### src/rtl/bceval_pkg.sv
package bceval_pkg;

  localparam int unsigned SEL_W    = 4;
  localparam int unsigned NUM_SEL  = 1 << SEL_W;
  localparam int unsigned NUM_PAIR = NUM_SEL / 2;

  typedef struct packed {
    logic c;
    logic z;
    logic s;
    logic o;
  } flags_t;

  typedef enum logic [SEL_W-1:0] {
    SEL_EQ  = 4'd0,  SEL_NE  = 4'd1,
    SEL_HS  = 4'd2,  SEL_LO  = 4'd3,
    SEL_HI  = 4'd4,  SEL_LS  = 4'd5,
    SEL_PZ  = 4'd6,  SEL_MI  = 4'd7,
    SEL_GE  = 4'd8,  SEL_LT  = 4'd9,
    SEL_GT  = 4'd10, SEL_LE  = 4'd11,
    SEL_OV  = 4'd12, SEL_NOV = 4'd13,
    SEL_ALW = 4'd14, SEL_NEV = 4'd15
  } sel_e;

  // Signed "less than" after a subtract: sign disagrees with overflow.
  function automatic logic signed_less(input flags_t f);
    return f.s ^ f.o;
  endfunction

  // Primitive (true-polarity) term of each pair; the odd member inverts it.
  // Pair 7 returns 1 so that its even member (selector 14) is "always".
  function automatic logic pair_term(input int unsigned pair, input flags_t f);
    logic t;
    case (pair)
      0:       t = f.z;
      1:       t = f.c;
      2:       t = f.c & ~f.z;
      3:       t = ~f.s;
      4:       t = ~signed_less(f);
      5:       t = ~(signed_less(f) | f.z);
      6:       t = f.o;
      default: t = 1'b1;
    endcase
    return t;
  endfunction

endpackage

### src/rtl/bceval_terms.sv
module bceval_terms
  import bceval_pkg::*;
(
  input  flags_t              flags,
  output logic [NUM_PAIR-1:0] term
);

  for (genvar p = 0; p < NUM_PAIR; p++) begin : g_pair
    assign term[p] = pair_term(p, flags);
  end

endmodule

### src/rtl/bceval_table.sv
module bceval_table
  import bceval_pkg::*;
(
  input  logic [NUM_PAIR-1:0] term,
  output logic [NUM_SEL-1:0]  hold
);

  for (genvar p = 0; p < NUM_PAIR; p++) begin : g_entry
    assign hold[2*p]   = term[p];
    assign hold[2*p+1] = ~term[p];
  end

endmodule

### src/rtl/bceval_mux.sv
module bceval_mux
  import bceval_pkg::*;
(
  input  logic [NUM_SEL-1:0] hold,
  input  logic [SEL_W-1:0]   sel,
  output logic               pick
);

  always_comb begin
    pick = 1'b0;
    for (int i = 0; i < NUM_SEL; i++) begin
      if (sel == SEL_W'(i)) pick = hold[i];
    end
  end

endmodule

### src/rtl/bceval.sv
module bceval
  import bceval_pkg::*;
#(
  parameter int unsigned CODE_W = 8
) (
  input  logic [CODE_W-1:0] cond_code,
  input  logic              flag_c,
  input  logic              flag_z,
  input  logic              flag_s,
  input  logic              flag_o,
  output logic              taken
);

  localparam int unsigned USED_W = (CODE_W < SEL_W) ? CODE_W : SEL_W;

  flags_t              flags;
  logic [SEL_W-1:0]    sel;
  logic [NUM_PAIR-1:0] term;
  logic [NUM_SEL-1:0]  hold;
  logic                sign_mismatch;

  assign flags = '{c: flag_c, z: flag_z, s: flag_s, o: flag_o};
  assign sel   = SEL_W'(cond_code[USED_W-1:0]);

  // Named event wire for the signed checks below.
  assign sign_mismatch = flag_s ^ flag_o;

  bceval_terms u_terms (.flags(flags), .term(term));
  bceval_table u_table (.term(term), .hold(hold));
  bceval_mux   u_mux   (.hold(hold), .sel(sel), .pick(taken));

  always_comb begin
    if (sel == SEL_EQ)  AST_EQUAL_ZERO:    assert (taken == flag_z);
    if (sel == SEL_LO)  AST_LOWER_CARRY:   assert (taken == !flag_c);
    if (sel == SEL_HI)  AST_HIGHER_UNS:    assert (taken == (flag_c && !flag_z));
    if (sel == SEL_MI)  AST_NEGATIVE:      assert (taken == flag_s);
    if (sel == SEL_LT)  AST_SIGNED_LESS:   assert (taken == sign_mismatch);
    if (sel == SEL_GT)  AST_SIGNED_GREATER: assert (taken == !(sign_mismatch || flag_z));
    if (sel == SEL_OV)  AST_OVERFLOW_SET:  assert (taken == flag_o);
    if (sel == SEL_ALW) AST_ALWAYS_TRUE:   assert (taken);
    if (sel == SEL_NEV) AST_NEVER_TRUE:    assert (!taken);
  end

endmodule

### config.mk
export PLATFORM = sky130hd
export DESIGN_NAME = bceval
export DESIGN_NICKNAME = d
export VERILOG_FILES = /design/src/rtl/bceval_pkg.sv /design/src/rtl/bceval_terms.sv /design/src/rtl/bceval_table.sv /design/src/rtl/bceval_mux.sv /design/src/rtl/bceval.sv
export SDC_FILE = /design/constraint.sdc
export NUM_CORES = 1
export LEC_CHECK = 0
export BUFFER_PORTS_ARGS = -buffer_cell sky130_fd_sc_hd__buf_4
export CAP_MARGIN = 20
export CORE_AREA = 4 4 41 43
export DETAILED_ROUTE_END_ITERATION = 10
export DIE_AREA = 0 0 45 47
export SLEW_MARGIN = 15
export SYNTH_ARGS = -nofsm -noshare
export SYNTH_HDL_FRONTEND = slang
export SYNTH_SLANG_ARGS = --single-unit
### constraint.sdc
create_clock -name vclk -period 2.36
set_clock_uncertainty 0.1 [all_clocks]
set_input_delay 0 -clock vclk [all_inputs]
set_output_delay 0 -clock vclk [all_outputs]
set_load 0.03 [all_outputs]
Word-level counts from Yosys, hierarchy flattened
Index checks and enable logic that the tools add are counted.
{"block": "word_totals", "reg_bits": 0, "in_bits": 12, "out_inout_bits": 1}
{"block": "classes", "eq_ne": 15, "n_mux": 16, "bitwise": 10, "reduce_logical": 1}
{"cell": "equality test 4 bit, second input constant", "count": 8}
{"cell": "equality test 4 x 3 -> 1 bit, second input constant", "count": 4}
{"cell": "2-to-1 mux 1 bit", "count": 16}
{"cell": "equality test 4 x 2 -> 1 bit, second input constant", "count": 2}
{"cell": "inverter 1 bit", "count": 7}
{"cell": "equality test 4 x 1 -> 1 bit, second input constant", "count": 1}
{"cell": "logical NOT 4 bit", "count": 1}
{"cell": "AND 1 bit", "count": 1}
{"cell": "bitwise OR 1 bit", "count": 1}
{"cell": "XOR 1 bit", "count": 1}

Logic depth before layout (Yosys ltp)
{"block": "logic_depth", "depth_word": 17, "mapped_depth": 6}

Cells and area by module
A second synthesis with hierarchy kept.
{"block": "hier_totals", "cells_unflattened": 47, "area_unflattened_um2": 325.3}
{"mod": "bceval_mux", "n_inst": 1, "cells_per_inst": 22, "area_per_inst_um2": 176.4}
{"mod": "bceval_table", "n_inst": 1, "cells_per_inst": 16, "area_per_inst_um2": 90.1}
{"mod": "bceval_terms", "n_inst": 1, "cells_per_inst": 9, "area_per_inst_um2": 58.8}

Worst setup path before layout
OpenSTA, ideal clock, no wires.
{"block": "synth_path", "path_kind": "input to output", "start": "in flag_s", "end": "out taken", "arrival_ps": 1135, "path_slack_ps": 1125, "path_stages": 4, "path_buffers": 0, "cell_sequence": "xor2_1 -> a2111oi_2 -> a221oi_2 -> o22ai_1"}
{"block": "synth_between", "elab_chain_cells": 11}
{"item": "start, declared", "line": "bceval.sv:9", "text": "input logic flag_s,"}
{"item": "inverter 1 bit", "line": "bceval_pkg.sv:38", "text": "3: t = ~f.s;"}
{"item": "2-to-1 mux 1 bit (5 in series)", "line": "bceval_mux.sv:12", "text": "if (sel == SEL_W'(i)) pick = hold[i];"}
{"item": "2-to-1 mux 1 bit (*) (5 in series)", "line": "bceval_mux.sv:12"}
{"item": "end, declared", "line": "bceval.sv:11", "text": "output logic taken"}
Mark *: on every way between the ends. The rest lies on a longest branch, timed or not.

Worst setup path in the final report
Same ends and word-level chain as after synthesis.

==> run_results.csv <==
group,metric,value,unit
status,status,"finished clean",
timing,final_max_slew_viol_count,0,
global_routing,grt_pass1_wl,621,microns
finish,drive_gt1_frac,0.353,
yosys,synthMuxAreaShare,0.154,
finish,final_nets,48,
critical_path,path_cells,"buf_4 -> xor2_1 -> a2111oi_2 -> a221oi_2 -> o22ai_1 -> buf_4",
timing,tightestPinTransition,305,ps
power,power,0.0000585,W
routing,ant_nets,0,
routing,vias,206,
timing,max_freq,0.802,GHz
critical_path,cp.arrival,1150,ps
timing,setup_tns,0,ps
place,place_congestion,0.699,
power,p_leak,0.123,nW
routing,drt-total-wl,430,microns
yosys,synth_top_family_by_area,"compound AO/OA/AOI/OAI gates",
critical_path,critical_path_required,2260,ps
yosys,synth.distinct_cells,19,
critical_path,path_max_fanout,3,
critical_path,end_kind,"output pin",
timing,rsz0062_at_grt,"false",
die,core_area,1300,sq um
routing,post_drt_via_cell_ratio,4.20,
cts,post-cts-setup-buffers,0,
global_routing,grt_overflow_total,0,
yosys,yosys.area_share.simple,0.166,
global_routing,grt_pass1_vias,156,
routing,drtIter0Drc,0,
timing,period_minus_slack,1250,ps
finish,ff_latch_area,0,sq um
die,dieHeight,47,microns
die,dieWidth,45,microns
critical_path,crit_path_start_kind,"input pin",
yosys,syn_area,211,sq um
routing,wire_per_inst,8.78,microns
critical_path,critical-path-max-stage-delay,400,ps
finish,final_util,0.214,
die,start_util,0.163,
finish,nFillCells,154,
die,pin_count,13,
cts,ctsHoldBuffers,0,
worst_hold_path,hp-class,"input pin to output pin",
timing,relSlewSlack,0.796,
yosys,yosysWarnings,0,
finish,seq_cell_count,0,
power,vdd_drop_max,0.0832,mV
global_routing,grt_max_degree,9,
cts,cts_resized,0,
finish,syn2layout_area_growth,32.0,%
critical_path,critPathKind,"input pin to output pin",
power,p_per_area,209,nW/um^2
yosys,synth_seq_area_share,0,
routing,first_pass_iters,1,
flow_run,drv_cap,0,
critical_path,cpMostUsedCell,"buf_4",
routing,drc_errors,0,
yosys,syn_nets,39,
place,place_ws,1110,ps
timing,hold_viol,0,
die,die-area,2120,sq um
place,post-dp-hpwl,370,microns
yosys,synthXorXnorAreaFrac,0.207,
critical_path,cpMaxStageDelayCell,"a2111oi_2",
finish,antenna_cells,0,
global_routing,grt_use_total,0.0378,
timing,worst_slack,1110,ps
yosys,avgSynthCellArea,7.83,sq um
timing,setup_viol,0,
finish,num-clock-buffers,0,
yosys,synth_fa_ha_area_frac,0,
yosys,synth_compound_area_frac,0.314,
place,port_buffers,9,
global_routing,antenna_found_initial,0,
die,core.rowCount,13,
timing,post-route-period-util,0.528,
yosys,syn_inst,27,
-- cell usage in the layout, fill, tap and decap left out, drive strengths merged --
cell type,count
o21ai,2
inv,4
mux2i,2
a2111oi,1
xnor2,1
nor2b,1
xor2,4
nand3b,1
nor3b,1
a221oi,1
o22ai,1
a22oi,1
o21bai,1
buf,9
a21oi,1
nand2b,1
nor2,2
-- cell type report --
cell class                 instances  area, sq um  share of cell area
inverter                           4         15.0              0.0538
multi-input combinational         21          178               0.637
tap                               15         18.8              0.0673
timing repair buffer               9         67.6               0.242
-- metrics by stage --
step           cell area [sq um]  hold slack, ps  instances
2_1_floorplan                211             164         27
3_3_place_gp                 279             337         49
3_5_place_dp                 279             350         49
4_1_cts                      279             353         49
5_1_grt                      279             380         49
6_report                     279             349         49
-- power by group --
group          internal (W)  leakage, nW  switching [W]  total (W)
combinational     0.0000287        0.123      0.0000298  0.0000585
clock                     0            0              0          0
sequential                0            0              0          0
-- critical path: cells and delay by family --
kind	cells	cell delay, ps
XOR/XNOR	1	190
AO/OA/AOI/OAI	3	660
buffers and inverters	2	310
-- path summary, 6_finish.rpt --
kind,startpoint,to,slack (ps),cells after the start
hold / removal,cond_code[3],taken,350,4
setup / recovery,flag_s,taken,1110,6
-- cells by family (layout without fill, tap and decap cells) --
| kind of cell | Yosys count | in the layout |
|---|---|---|
| xor gates and xnor gates | 5 | 5 |
| and+or+nand+nor | 6 | 6 |
| buffers and inverters | 6 | 13 |
| muxes | 2 | 2 |
| AOI/OAI and AO/OA | 8 | 8 |
-- Yosys cell counts --
cell type | number | share of area
a2111oi_2 | 1 | 0.071
nand3b_1 | 1 | 0.036
buf_6 | 1 | 0.053
inv_1 | 4 | 0.071
o21bai_1 | 1 | 0.036
nor2b_1 | 1 | 0.030
mux2i_4 | 1 | 0.11
o21ai_0 | 2 | 0.047
a22oi_1 | 1 | 0.036
xor2_1 | 4 | 0.17
nor3b_1 | 1 | 0.036
buf_4 | 1 | 0.036
o22ai_1 | 1 | 0.030
a221oi_2 | 1 | 0.071
nor2_1 | 2 | 0.036
xnor2_1 | 1 | 0.041
a21oi_1 | 1 | 0.024
nand2b_1 | 1 | 0.030
mux2i_1 | 1 | 0.047
-- routing by layer --
metal | vias to the layer above | GRT usage | part of all wire
met5 | - | 0 | 0
met4 | 0 | 0 | 0
met3 | 0 | 0 | 0.058
met2 | 5 | 0.0706 | 0.47
met1 | 93 | 0.0518 | 0.47
li1 | 108 | - | -
No activity file was read; power rests on OpenSTA's default activity.
